**src/rtl/pwmt_pkg.sv**
```systemverilog
package pwmt_pkg;

    typedef enum logic [1:0] {
        ST_IDLE  = 2'd0,
        ST_ARMED = 2'd1,
        ST_RUN   = 2'd2
    } run_state_e;

    // bit 0 pwm_en, bit 1 ext_sel, bit 2 repeat_en, bit 3 irq_en, bit 4 act_high
    typedef struct packed {
        logic act_high;
        logic irq_en;
        logic repeat_en;
        logic ext_sel;
        logic pwm_en;
    } ctrl_t;

    localparam int CTRL_BITS = 5;

    localparam logic [1:0] A_CTRL = 2'd0;
    localparam logic [1:0] A_PER  = 2'd1;
    localparam logic [1:0] A_WID  = 2'd2;
    localparam logic [1:0] A_STAT = 2'd3;

endpackage

```
**src/rtl/pwmt_tick_gen.sv**
```systemverilog
module pwmt_tick_gen #(
    parameter int SYNC_STAGES = 2
) (
    input  logic clk,
    input  logic rst_n,
    input  logic ext_sel_i,
    input  logic ext_clk_i,
    output logic tick_o
);
    localparam int CHAIN_W = SYNC_STAGES + 1;

    typedef struct packed {
        logic [CHAIN_W-1:0] chain;
    } tg_state_t;

    tg_state_t s_d, s_q;

    always_comb begin
        s_d = s_q;
        s_d.chain[0] = ext_clk_i;
        for (int i = 1; i < CHAIN_W; i++) begin
            s_d.chain[i] = s_q.chain[i-1];
        end
    end

    always_ff @(posedge clk or negedge rst_n) begin
        if (!rst_n) s_q <= '0;
        else        s_q <= s_d;
    end

    logic ext_rise;
    assign ext_rise = s_q.chain[SYNC_STAGES-1] & ~s_q.chain[SYNC_STAGES];

    generate
        if (SYNC_STAGES > 0) begin : g_sel
            assign tick_o = ext_sel_i ? ext_rise : 1'b1;
        end else begin : g_none
            assign tick_o = 1'b1;
        end
    endgenerate

endmodule

```
**src/rtl/pwmt_regs.sv**
```systemverilog
module pwmt_regs
    import pwmt_pkg::*;
#(
    parameter int CNT_W = 16
) (
    input  logic             clk,
    input  logic             rst_n,
    input  logic             wr_en_i,
    input  logic [1:0]       addr_i,
    input  logic [CNT_W-1:0] wdata_i,
    input  logic             period_end_i,
    input  logic             running_i,
    output ctrl_t            ctrl_o,
    output logic [CNT_W-1:0] period_o,
    output logic [CNT_W-1:0] width_o,
    output logic             flag_o,
    output logic [CNT_W-1:0] rdata_o
);
    typedef struct packed {
        ctrl_t            ctrl;
        logic [CNT_W-1:0] period;
        logic [CNT_W-1:0] width;
        logic             flag;
    } rg_state_t;

    rg_state_t r_d, r_q;
    logic clr_hit;

    always_comb begin
        r_d = r_q;
        clr_hit = wr_en_i && (addr_i == A_STAT) && wdata_i[0];
        if (wr_en_i) begin
            case (addr_i)
                A_CTRL:  r_d.ctrl   = ctrl_t'(wdata_i[CTRL_BITS-1:0]);
                A_PER:   r_d.period = wdata_i;
                A_WID:   r_d.width  = wdata_i;
                default: ;
            endcase
        end
        if (clr_hit) r_d.flag = 1'b0;
        if (period_end_i && r_q.ctrl.irq_en) r_d.flag = 1'b1;
    end

    always_ff @(posedge clk or negedge rst_n) begin
        if (!rst_n) r_q <= '0;
        else        r_q <= r_d;
    end

    always_comb begin
        rdata_o = '0;
        case (addr_i)
            A_CTRL:  rdata_o[CTRL_BITS-1:0] = r_q.ctrl;
            A_PER:   rdata_o = r_q.period;
            A_WID:   rdata_o = r_q.width;
            default: begin
                rdata_o[0] = r_q.flag;
                rdata_o[1] = running_i;
            end
        endcase
    end

    assign ctrl_o   = r_q.ctrl;
    assign period_o = r_q.period;
    assign width_o  = r_q.width;
    assign flag_o   = r_q.flag;

    // flag stays set unless a one is written to the clear bit
    assert_flag_sticky_R10: assert property (@(posedge clk) disable iff (!rst_n)
        (r_q.flag && !(wr_en_i && addr_i == A_STAT && wdata_i[0])) |=> r_q.flag);

    // flag only rises after a period end with interrupts enabled
    assert_flag_needs_en_R9: assert property (@(posedge clk) disable iff (!rst_n)
        (!r_q.flag && !(period_end_i && r_q.ctrl.irq_en)) |=> !r_q.flag);

endmodule

```
**src/rtl/pwmt_core.sv**
```systemverilog
module pwmt_core
    import pwmt_pkg::*;
#(
    parameter int CNT_W = 16
) (
    input  logic             clk,
    input  logic             rst_n,
    input  logic             tick_i,
    input  ctrl_t            ctrl_i,
    input  logic [CNT_W-1:0] period_i,
    input  logic [CNT_W-1:0] width_i,
    input  logic             start_i,
    input  logic             stop_i,
    output logic             running_o,
    output logic             period_end_o,
    output logic             pwm_o
);
    typedef struct packed {
        run_state_e       state;
        logic [CNT_W-1:0] cnt;
        logic [CNT_W-1:0] cur_per;
        logic [CNT_W-1:0] cur_wid;
        logic             cur_rep;
        logic             stop_pend;
    } core_state_t;

    core_state_t c_d, c_q;
    logic start_ok;
    logic reload_ok;
    logic terminal;

    always_comb begin
        c_d = c_q;
        period_end_o = 1'b0;
        start_ok  = (width_i != '0) && (!ctrl_i.repeat_en || (period_i > width_i));
        reload_ok = (width_i != '0) && (period_i > width_i);
        terminal  = c_q.cur_rep ? (c_q.cnt == c_q.cur_per - 1'b1)
                                : (c_q.cnt == c_q.cur_wid - 1'b1);
        case (c_q.state)
            ST_IDLE: begin
                if (start_i && ctrl_i.pwm_en && start_ok) begin
                    c_d.state     = ST_ARMED;
                    c_d.stop_pend = 1'b0;
                    c_d.cur_rep   = ctrl_i.repeat_en;
                    c_d.cur_per   = period_i;
                    c_d.cur_wid   = width_i;
                    c_d.cnt       = '0;
                end
            end
            ST_ARMED: begin
                if (stop_i) c_d.stop_pend = 1'b1;
                if (tick_i) begin
                    c_d.state = ST_RUN;
                    c_d.cnt   = '0;
                end
            end
            ST_RUN: begin
                if (stop_i) c_d.stop_pend = 1'b1;
                if (tick_i) begin
                    if (terminal) begin
                        period_end_o = 1'b1;
                        if (!c_q.cur_rep || c_q.stop_pend || stop_i || !reload_ok) begin
                            c_d.state = ST_IDLE;
                            c_d.cnt   = '0;
                        end else begin
                            c_d.cnt     = '0;
                            c_d.cur_per = period_i;
                            c_d.cur_wid = width_i;
                        end
                    end else begin
                        c_d.cnt = c_q.cnt + 1'b1;
                    end
                end
            end
            default: c_d.state = ST_IDLE;
        endcase
    end

    always_ff @(posedge clk or negedge rst_n) begin
        if (!rst_n) c_q <= '0;
        else        c_q <= c_d;
    end

    logic active;
    assign active    = (c_q.state == ST_RUN) && (c_q.cnt < c_q.cur_wid);
    assign pwm_o     = ctrl_i.act_high ? active : ~active;
    assign running_o = (c_q.state != ST_IDLE);

    // in repeat mode the count stays below the captured period
    assert_cnt_bound_R5: assert property (@(posedge clk) disable iff (!rst_n)
        (c_q.state == ST_RUN && c_q.cur_rep) |-> (c_q.cnt < c_q.cur_per));

    // a one-shot run is active in every counting cycle
    assert_oneshot_active_R3: assert property (@(posedge clk) disable iff (!rst_n)
        (c_q.state == ST_RUN && !c_q.cur_rep) |-> (c_q.cnt < c_q.cur_wid));

    // counting only ends on a count event, never straight from a stop
    assert_end_on_tick_R6: assert property (@(posedge clk) disable iff (!rst_n)
        (c_q.state == ST_RUN && !tick_i) |=> (c_q.state == ST_RUN));

    // captured values hold within a period
    assert_shadow_hold_R7: assert property (@(posedge clk) disable iff (!rst_n)
        (c_q.state == ST_RUN && !period_end_o) |=> ($stable(c_q.cur_wid) && $stable(c_q.cur_per)));

    // no start without the PWM enable bit
    assert_start_gate_R2: assert property (@(posedge clk) disable iff (!rst_n)
        (c_q.state == ST_IDLE && !ctrl_i.pwm_en) |=> (c_q.state == ST_IDLE));

endmodule

```
**src/rtl/pwm_pulse_timer.sv**
```systemverilog
module pwm_pulse_timer
    import pwmt_pkg::*;
#(
    parameter int CNT_W       = 16,
    parameter int SYNC_STAGES = 2
) (
    input  logic             clk,
    input  logic             rst_n,
    input  logic             ext_clk_i,
    input  logic             wr_en_i,
    input  logic [1:0]       addr_i,
    input  logic [CNT_W-1:0] wdata_i,
    output logic [CNT_W-1:0] rdata_o,
    input  logic             start_i,
    input  logic             stop_i,
    output logic             pwm_o,
    output logic             irq_o
);
    ctrl_t            ctrl;
    logic [CNT_W-1:0] period;
    logic [CNT_W-1:0] width;
    logic             tick;
    logic             running;
    logic             period_end;
    logic             flag;

    pwmt_tick_gen #(.SYNC_STAGES(SYNC_STAGES)) u_tick (
        .clk       (clk),
        .rst_n     (rst_n),
        .ext_sel_i (ctrl.ext_sel),
        .ext_clk_i (ext_clk_i),
        .tick_o    (tick)
    );

    pwmt_regs #(.CNT_W(CNT_W)) u_regs (
        .clk          (clk),
        .rst_n        (rst_n),
        .wr_en_i      (wr_en_i),
        .addr_i       (addr_i),
        .wdata_i      (wdata_i),
        .period_end_i (period_end),
        .running_i    (running),
        .ctrl_o       (ctrl),
        .period_o     (period),
        .width_o      (width),
        .flag_o       (flag),
        .rdata_o      (rdata_o)
    );

    pwmt_core #(.CNT_W(CNT_W)) u_core (
        .clk          (clk),
        .rst_n        (rst_n),
        .tick_i       (tick),
        .ctrl_i       (ctrl),
        .period_i     (period),
        .width_i      (width),
        .start_i      (start_i),
        .stop_i       (stop_i),
        .running_o    (running),
        .period_end_o (period_end),
        .pwm_o        (pwm_o)
    );

    assign irq_o = flag;

    // the interrupt output tracks the sticky flag in status
    assert_irq_matches_R9: assert property (@(posedge clk) disable iff (!rst_n)
        (addr_i == A_STAT) |-> (rdata_o[0] == irq_o));

endmodule

```
**config.mk**
```make
export PLATFORM = sky130hd
export DESIGN_NAME = pwm_pulse_timer
export DESIGN_NICKNAME = d
export VERILOG_FILES = /design/src/rtl/pwmt_pkg.sv /design/src/rtl/pwmt_tick_gen.sv /design/src/rtl/pwmt_regs.sv /design/src/rtl/pwmt_core.sv /design/src/rtl/pwm_pulse_timer.sv
export SDC_FILE = /design/constraint.sdc
export NUM_CORES = 1
export LEC_CHECK = 0
export BUFFER_PORTS_ARGS = -buffer_cell sky130_fd_sc_hd__buf_2
export CELL_PAD_IN_SITES_DETAIL_PLACEMENT = 0
export CELL_PAD_IN_SITES_GLOBAL_PLACEMENT = 1
export CORE_ASPECT_RATIO = 1.1
export CORE_MARGIN = 5
export CORE_UTILIZATION = 44
export DETAILED_ROUTE_END_ITERATION = 10
export PLACE_DENSITY_LB_ADDON = 0.1
export SLEW_MARGIN = 20
export SYNTH_ARGS = -nofsm -noshare
export SYNTH_HDL_FRONTEND = slang
export SYNTH_SLANG_ARGS = --single-unit
export TNS_END_PERCENT = 10
```
**constraint.sdc**
```tcl
create_clock -name clk -period 4.25 [get_ports clk]
set_clock_uncertainty 0.1 [all_clocks]
set_input_delay 0.6375 -clock clk [delete_from_list [all_inputs] [get_ports clk]]
set_output_delay 0.6375 -clock clk [all_outputs]
set_load 0.005 [all_outputs]
```
==> results by group, run 1 <==
Route
  – Routed wire length per instance: 18.0 microns
  – Avg Vias per Cell: 5.53
  – Routed wire length: 13.7 mm
  – DRT antenna net count: 0
  – 1st-pass router iterations: 5
  – # DRC: 0
  – Vias: 4,194
  – Initial DRC count: 218

Timing
  – Final hold violation count: 0
  – RSZ-0062 raised after global routing: no
  – Worst-margin pin slew: 859 ps
  – Fmax: 258 MHz
  – Rel. slew slack: 0.427
  – Final setup viols: 0
  – Final slew viol count: 0
  – Final period utilization: 0.913
  – Setup Total Neg Slack: 0 ps
  – Hold Worst Slack: 254 ps
  – Final period demand of the worst path: 3880 ps

Cells and area
  – Fillers: 1,204
  – Final Cell Area: 0.00660 sq mm
  – Area grow syn2layout: 14.1%
  – Layout cells sized above 1: 0.245
  – Finished Layout Cells: 758
  – Post-layout nets: 658
  – Post-layout util: 0.506
  – N_diodes: 0

Power
  – Cell Pwr Density: 592 mW/mm^2
  – Leakage power: 0.00323 uW
  – Peak supply drop: 0.000245 V

Setup path
  – Worst path bufs/invs: 4
  – Critical-path top delay cell: or3b_2
  – Top delay family on crit path: compound AO/OA/AOI/OAI gates
  – CP Launch Type: flop
  – Critical setup path kind: flop to flop
  – Largest stage delay, worst path: 460 ps
  – CP Max Fanout: 19
  – Required @ worst endpoint: 4390 ps
  – CP most frequent cell: buf_4
  – Worst Path Arrival: 4020 ps
  – Cell Chain, Critical Path: buf_4, buf_4, or3b_2, a222oi_1, buf_4, o21ai_0, o31ai_1, nand4_1, o32ai_2, a21oi_4, buf_4, mux2_4
  – Critical Path Sink Type: flop

Yosys
  – Yosys cell types: 57
  – Synthesized instance count: 540
  – Synth Area per Inst: 10.7 sq um
  – Post-synth ARST share: 1.00
  – Number of synthesized register bits: 93
  – Count leader, synth: dfrtp_1
  – Number of flops mapped to enable cells by yosys: 0
  – Post-synth top area cell: dfrtp_1
  – Area contributors post-synth: dfrtp_1 40%, ha_1 9.1%, mux2_2 8.0%
  – Sequential share of the synthesized area: 0.402
  – Yosys Warn Count: 0
  – Share of Yosys cell area claimed by the top area cell type: 0.402
  – Most common flop cell mapped by yosys: dfrtp_1
  – Syn_nets: 606
  – Post-Syn Area: 0.00579 sq mm
  – Synth top cells by count: 93 x dfrtp_1, 42 x ha_1, 42 x inv_1

Global route
  – Largest net degree at the start of global routing: 67
  – Vias in the first global route: 4,355
  – Grt ovf: 0
  – Global router's overall resource usage: 0.189
  – Initial antenna violation count: 0
  – First-pass GRT wire length: 23.0 mm

Placement
  – Post-Place Cells: 733
  – Detailed placer's ending HPWL: 10.5 mm
  – PortBufs: 41
  – Routability Congestion: 0.867
  – Post-DP Area: 0.00621 sq mm

Floorplanning
  – FP Rows: 44
  – Core area: 0.0130 sq mm
  – I/O Pins: 42
  – Starting Density: 0.444
  – Die area: 0.0155 sq mm
  – Height of the die: 130 microns
  – Width of the chip: 119 microns

Clocking
  – CTS sink cnt: 93
  – Clk root buf: clkbuf_16
  – Clock transition at path regs: 70 ps
  – H-tree depth: 3
  – CTS buffer count: 9
  – CTS tree: built
  – Max clock buf depth: 2
  – Skew-Pair Late Insertion Delay: 360 ps

Outcome
  – Status: finished clean

Min path
  – Worst min path class: flop to flop

Run
  – Max Cap Viol: 0
[timing repair]
action / CTS / global route
endpoints found under the setup margin: 0 / 26
hold buffers: 0 / 0
resized for setup: 0 / 2
setup buffers: 0 / 9
[final cells by class]
class | count | area [sq um] | share of cell area
clock buffer | 9 | 225 | 0.0341
clock inverter | 7 | 87.6 | 0.0133
inverter | 42 | 158 | 0.0239
multi-input combinational | 383 | 3220 | 0.488
sequential | 93 | 2330 | 0.352
tap | 161 | 201 | 0.0305
timing repair buffer | 63 | 380 | 0.0576
[registers in the layout (all words and copies together) (netlist names)]
name and cells:
u_regs.flag_o 1, u_core.c_q 52, u_regs.ctrl_o 5, u_tick.s_q 3
u_regs.width_o 16, u_regs.period_o 16
[power by group]
| group | internal (uW) | switching, uW | leakage, uW | total [uW] |
|---|---|---|---|---|
| registers | 1130 | 261 | 0.00114 | 1390 |
| clock network | 472 | 393 | 0.000155 | 865 |
| logic | 826 | 827 | 0.00193 | 1650 |
[worst reg2reg max path, cell delays in order, from the launching register on]
cell	delay [ps]
dfrtp_1	400
buf_4	250
buf_4	280
or3b_2	460
a222oi_1	240
buf_4	190
o21ai_0	130
o31ai_1	310
nand4_1	310
o32ai_2	410
a21oi_4	180
buf_4	210
mux2_4	290
[per-stage QoR]
stage	setup slack [ps]	power, uW
global placement	90.0	2990
floorplan	88.4	2550
global route	33.3	4200
finish	371	3910
detailed placement	138	3030
CTS	114	3910
[worst paths after layout]
check	startpoint	endpoint	slack, ps	depth (start not counted)
min	u_tick.s_q[0]	u_tick.s_q[1]	250	0
max in group asynchronous	rst_n	u_regs.width_o[6]	2870	2
max reg2reg	u_core.c_q[1]	u_core.c_q[25]	370	12
max	u_core.c_q[1]	u_core.c_q[25]	370	12
min in group asynchronous	rst_n	u_core.c_q[0]	290	1
min reg2reg	u_tick.s_q[0]	u_tick.s_q[1]	250	0
[logic make-up after synthesis]
kind of cell / Yosys count / share of synthesized area
and+or+nand+nor: 139 / 0.136
muxes: 91 / 0.179
adders and majority gates: 42 / 0.0908
AOI/OAI and AO/OA: 76 / 0.0932
buffers and inverters: 64 / 0.0452
xor gates and xnor gates: 35 / 0.0530
DFF: 93 / 0.402
[metal layers]
layer | routed length, microns | GRT usage | up-vias
li1 | - | - | 2072
met1 | 6530 | 0.251 | 2056
met2 | 6480 | 0.315 | 53
met3 | 422 | 0.0377 | 13
met4 | 218 | 0.0586 | 0
met5 | 0 | 0 | -
[placed cells by master, fill, tap and decap left out, types with 15 or more instances in the layout]
master   synthesis  routed
dfrtp_1         93      93
inv_1           42      42
ha_1            42      42
mux2_2          41      41
buf_2            5      40
mux2i_1         35      35
nand2_1         23      23
nor2_1          22      22
buf_4            0      22
xor2_1          20      20
nand4_1         19      19
a21oi_1         17      17
xnor2_1         15      15
mux2_4          15      15
Note: power is estimated with default switching activity, not from simulation.
==> run 2: changes to the inputs <==
MAX_ROUTING_LAYER = met4   (was unset)
SLEW_MARGIN = unset   (was 20)
==> run 2 against run 1 <==
- wire length grew 1.5%
- final cell count shrank 1.1%
- critical path type unchanged
- register-to-register slack gained 30 ps
==> results by group, run 2 (synthesis results as in run 1) <==
Clocking
  – Max clock buf depth: 2 (unchanged)
  – CTS tree: built (unchanged)
  – Clock transition at path regs: 70 ps (about the same)
  – H-tree depth: 3 (unchanged)
  – Skew-Pair Late Insertion Delay: 360 ps (about the same)
  – Clk root buf: clkbuf_16 (unchanged)
  – CTS sink cnt: 93 (unchanged)
  – CTS buffer count: 9 (unchanged)

Setup path
  – Required @ worst endpoint: 4420 ps (was 4390 ps)
  – CP Max Fanout: 15 (was 19)
  – Critical Path Sink Type: flop (unchanged)
  – Worst Path Arrival: 4020 ps (about the same)
  – Critical setup path kind: flop to flop (unchanged)
  – CP Launch Type: flop (unchanged)

Cells and area
  – Area grow syn2layout: 13.1% (was 14.1%)
  – N_diodes: 0 (unchanged)
  – Area of the multi-input gates: 0.00326 sq mm (was 0.00322 sq mm)
  – FF/Latch Area: 0.00233 sq mm (unchanged)
  – Most frequent cells in the layout: 93 x dfrtp_1, 42 x inv_1, 42 x ha_1 (unchanged)
  – Fillers: 1,207 (was 1,204)
  – Final Cell Area: 0.00655 sq mm (was 0.00660 sq mm)
  – Reg with most FFs: u_core.c_q (unchanged)
  – Layout cells sized above 1: 0.234 (was 0.245)
  – Max reg flops: 52 (unchanged)
  – Commonest non-fill, non-tap cell in the layout: dfrtp_1 (unchanged)
  – Post-layout nets: 650 (was 658)

Placement
  – PortBufs: 41 (unchanged)
  – Routability Congestion: 0.881 (was 0.867)
  – Post-DP Area: 0.00619 sq mm (was 0.00621 sq mm)
  – Detailed placer's ending HPWL: 10.5 mm (about the same)

Timing
  – Final slew viol count: 0 (unchanged)
  – Final setup viols: 0 (unchanged)
  – Worst-margin pin slew: 1050 ps (was 859 ps)
  – Final period utilization: 0.905 (was 0.913)
  – Hold Worst Slack: 253 ps (was 254 ps)
  – Fmax: 260 MHz (was 258 MHz)
  – Final hold violation count: 0 (unchanged)
  – Final period demand of the worst path: 3850 ps (was 3880 ps)
  – Setup Total Neg Slack: 0 ps (unchanged)
  – Rel. slew slack: 0.294 (was 0.427)
  – RSZ-0062 raised after global routing: no (unchanged)

Route
  – 1st-pass router iterations: 4 (was 5)
  – Routed wire length per instance: 18.5 microns (was 18.0 microns)
  – # DRC: 0 (unchanged)
  – Vias: 4,177 (was 4,194)
  – Initial DRC count: 174 (was 218)
  – Routed wire length: 13.9 mm (was 13.7 mm)
  – Avg Vias per Cell: 5.57 (was 5.53)
  – DRT antenna net count: 0 (unchanged)

Outcome
  – Status: finished clean (unchanged)

Floorplanning
  – Starting Density: 0.444 (unchanged)
  – FP Rows: 44 (unchanged)
  – I/O Pins: 42 (unchanged)
  – Core area: 0.0130 sq mm (unchanged)
  – Die area: 0.0155 sq mm (unchanged)
  – Height of the die: 130 microns (unchanged)
  – Width of the chip: 119 microns (unchanged)

Global route
  – Global router's overall resource usage: 0.194 (was 0.189)
  – First-pass GRT wire length: 23.1 mm (was 23.0 mm)
  – Grt ovf: 0 (unchanged)
  – Initial antenna violation count: 0 (unchanged)
  – Largest net degree at the start of global routing: 67 (unchanged)
  – Vias in the first global route: 4,370 (was 4,355)

Power
  – Cell Pwr Density: 587 mW/mm^2 (was 592 mW/mm^2)
  – Peak supply drop: 0.000230 V (was 0.000245 V)
  – Leakage power: 0.00318 uW (was 0.00323 uW)

Run
  – Max Cap Viol: 0 (unchanged)

Min path
  – Worst min path class: flop to flop (unchanged)
run 2: repair_timing:
item,in CTS,in global routing
setup endpoints to repair,4,32
gates cloned,1,0
gates resized for setup,2,3
pin swaps,1,1
hold endpoints to repair,0,0
hold buffers,0,0
buffers inserted,0,1
run 2: critical path: stages (launching register included):
cell	delay [ps]
dfrtp_1	390
mux2i_1	260
ha_1	220
or4b_2	610
a22oi_1	270
buf_4	180
a211oi_1	60
a41o_1	220
nand4_1	80
buf_4	170
o32ai_4	140
a21oi_4	610
buf_4	260
mux2i_1	190
run 2: metal layers:
metal,track usage,vias to the layer above,share of wire
met3,0.0247,13,0.023
met5,-,-,0
met2,0.320,57,0.48
met1,0.250,2049,0.48
met4,0.0627,0,0.014
li1,-,2058,-
run 2: area by class of cell:
class                      count  area share
sequential                    93       0.356
timing repair buffer          54      0.0466
inverter                      42      0.0241
clock inverter                 7      0.0105
tap                          161      0.0308
clock buffer                   9      0.0344
multi-input combinational    384       0.498
run 2: metrics by stage:
stage	worst slack (ps)	power, uW	cells	utilization
global placement	90.0	2990	732	0.475
detailed placement	-36.0	3020	732	0.475
finish	403	3840	750	0.502
CTS	65.5	3860	749	0.499
floorplan	88.4	2550	540	-
global route	130	4110	750	0.502
run 2: path summary, 6_finish.rpt:
path                                     from                end  slack (ps)  cells after the start
worst max-delay path            u_core.c_q[1]     u_core.c_q[14]         400                     13
worst min-delay path            u_tick.s_q[0]      u_tick.s_q[1]         250                      0
worst max register to register  u_core.c_q[1]     u_core.c_q[14]         400                     13
worst min register to register  u_tick.s_q[0]      u_tick.s_q[1]         250                      0
max in group asynchronous               rst_n  u_regs.width_o[6]        2870                      2
min in group asynchronous               rst_n     u_core.c_q[42]         290                      1
run 2: where the power goes:
group / internal, uW / switching, uW
Clock: 411 / 391
Sequential: 1130 / 261
Combinational: 806 / 844
Total: 2350 / 1500
==> run 3: changes to the inputs <==
CORE_MARGIN = 2   (was 5)
CORE_UTILIZATION = 37   (was 44)
SKIP_CTS_REPAIR_TIMING = 1   (was unset)
==> run 3 against run 2 <==
- maximum frequency is 1.8% lower
- combinational power shrank 2%
- die area is 7.1% higher
- critical path depth is the same
- total power grew 2.0%
- clock-buffer cell count up 1
- worst setup slack worse by 70 ps
- sequential cell count unchanged
- sequential share of layout area fell by 0.31 points
- first-iteration DRC count grew 30%
- non-clock buffer count is 2 lower
- critical path type unchanged
==> results by group, run 3 (synthesis results as in run 1) <==
Outcome
  – Status: finished clean (unchanged)

Timing
  – Setup ws final: 333 ps (was 403 ps)
  – Fmax: 255 MHz (was 260 MHz)
  – Setup Total Neg Slack: 0 ps (unchanged)
  – Final hold violation count: 0 (unchanged)
  – Final period utilization: 0.922 (was 0.905)
  – Worst-margin pin slew: 989 ps (was 1050 ps)
  – Final period demand of the worst path: 3920 ps (was 3850 ps)
  – Final slew viol count: 0 (unchanged)
  – Rel. slew slack: 0.334 (was 0.294)
  – Final setup viols: 0 (unchanged)

Power
  – Clock share of power: 0.229 (was 0.209)
  – Gate power share: 0.412 (was 0.429)
  – Internal: 2430 uW (was 2350 uW)
  – Cell Pwr Density: 593 mW/mm^2 (was 587 mW/mm^2)
  – Sw Ratio: 0.380 (was 0.389)
  – Leakage power: 0.00319 uW (was 0.00318 uW)
  – Seq pwr share: 0.359 (was 0.362)
  – PnR Total Power: 3920 uW (was 3840 uW)
  – Peak supply drop: 0.000253 V (was 0.000230 V)
  – P_sw: 1490 uW (was 1500 uW)

Placement
  – Detailed placer's ending HPWL: 10.8 mm (was 10.5 mm)
  – Post-DP Area: 0.00622 sq mm (was 0.00619 sq mm)
  – Dpl ws: -32.2 ps (was -36.0 ps)
  – Routability Congestion: 0.851 (was 0.881)
  – PortBufs: 41 (unchanged)

Setup path
  – R2R setup slack: 330 ps (was 400 ps)
  – Required @ worst endpoint: 4420 ps (about the same)
  – Critical Path Sink Type: flop (unchanged)
  – CP Max Fanout: 13 (was 15)
  – CP Launch Type: flop (unchanged)
  – Worst Path Arrival: 4080 ps (was 4020 ps)
  – Critical setup path kind: flop to flop (unchanged)

Cells and area
  – Commonest non-fill, non-tap cell in the layout: dfrtp_1 (unchanged)
  – Reg with most FFs: u_core.c_q (unchanged)
  – Area of the multi-input gates: 0.00326 sq mm (unchanged)
  – Area grow syn2layout: 14.1% (was 13.1%)
  – Final Cell Area: 0.00660 sq mm (was 0.00655 sq mm)
  – Post-layout nets: 648 (was 650)
  – Fillers: 1,451 (was 1,207)
  – N_diodes: 0 (unchanged)
  – Post-layout util: 0.435 (was 0.502)
  – Max reg flops: 52 (unchanged)
  – Most frequent cells in the layout: 93 x dfrtp_1, 42 x inv_1, 42 x ha_1 (unchanged)
  – FF/Latch Area: 0.00233 sq mm (unchanged)
  – Layout cells sized above 1: 0.230 (was 0.234)

Floorplanning
  – Die area: 0.0167 sq mm (was 0.0155 sq mm)
  – FP Rows: 47 (was 44)
  – Width of the chip: 123 microns (was 119 microns)
  – Starting Density: 0.381 (was 0.444)
  – Height of the die: 135 microns (was 130 microns)
  – Core area: 0.0152 sq mm (was 0.0130 sq mm)
  – I/O Pins: 42 (unchanged)

Global route
  – GR Util met1: 0.258 (was 0.250)
  – GRT met2 Usage: 0.282 (was 0.320)
  – Grt ovf: 0 (unchanged)
  – Largest net degree at the start of global routing: 72 (was 67)
  – Met3 usage: 0.0261 (was 0.0247)
  – Vias in the first global route: 4,291 (was 4,370)
  – Initial antenna violation count: 0 (unchanged)
  – GR peak layer: met2 (unchanged)
  – Global router's overall resource usage: 0.188 (was 0.194)
  – First-pass GRT wire length: 23.2 mm (was 23.1 mm)

Route
  – Vias: 4,209 (was 4,177)
  – Routed wire length per instance: 18.3 microns (was 18.5 microns)
  – Routed wire length: 14.4 mm (was 13.9 mm)
  – Avg Vias per Cell: 5.38 (was 5.57)
  – # DRC: 0 (unchanged)
  – 1st-pass router iterations: 5 (was 4)
  – Initial DRC count: 227 (was 174)
  – DRT antenna net count: 0 (unchanged)

Clocking
  – H-tree depth: 3 (unchanged)
  – Skew-Pair Late Insertion Delay: 350 ps (was 360 ps)
  – Clock transition at path regs: 70 ps (about the same)
  – Clk root buf: clkbuf_16 (unchanged)
  – CTS tree: built (unchanged)
  – CTS sink cnt: 93 (unchanged)
  – CTS buffer count: 9 (unchanged)
  – Max clock buf depth: 2 (unchanged)

Run
  – Max Cap Viol: 0 (unchanged)

Min path
  – Worst min path class: flop to flop (unchanged)
==> run 3: changes by cell type in the layout (fill, tap and decap cells not counted) <==
cell | previous run | this run
clkinvlp_4 | 2 | 0
clkbuf_1 | 0 | 1
clkinv_2 | 0 | 1
clkinv_8 | 1 | 0
bufinv_16 | 0 | 2
buf_4 | 14 | 12
inv_6 | 2 | 1
==> run 3: final timing paths <==
path / startpoint / to / cells past startpoint
min in group asynchronous: rst_n / u_core.c_q[0] / 1
worst max-delay path: u_core.c_q[1] / u_core.c_q[14] / 13
worst min register to register: u_tick.s_q[0] / u_tick.s_q[1] / 0
worst min-delay path: u_tick.s_q[0] / u_tick.s_q[1] / 0
max in group asynchronous: rst_n / u_core.c_q[23] / 2
worst max register to register: u_core.c_q[1] / u_core.c_q[14] / 13
==> run 3: worst max-delay path, stage by stage, from the launching register on <==
cell,delay (ps)
dfrtp_1,400
mux2i_1,290
ha_1,270
or4b_2,610
o2bb2a_1,270
xnor2_1,70
nor3_1,210
nor4bb_1,260
nand4_1,130
buf_4,180
o32ai_4,380
a21oi_4,250
buf_4,230
mux2i_1,160
==> run 3: cell type report <==
class	instances	area share
multi-input cells	384	0.494
flip-flops and latches	93	0.352
repair buffers	52	0.0440
well taps	196	0.0371
clock buffers	10	0.0347
inverters	42	0.0239
clock inverters	6	0.0142
==> run 3: per-stage QoR <==
step	hold WS [ps]	instances
after floorplan	231	540
after global placement	237	765
after detailed placement	241	765
after CTS	261	781
after global routing	274	783
final	256	783
==> run 3: power by group through the flow <==
stage / Clock [uW] / Sequential [uW] / Combinational (uW)
after detailed placement: 0 / 1420 / 1590
after global routing: 957 / 1450 / 1800
after floorplan: 0 / 1310 / 1240
after CTS: 915 / 1400 / 1600
final: 897 / 1410 / 1610
after global placement: 0 / 1410 / 1560
==> run 3: metal layers <==
metal	vias to the layer above	part of all wire
li1	2048	-
met1	2075	0.48
met2	68	0.46
met3	18	0.028
met4	0	0.023
met5	-	0
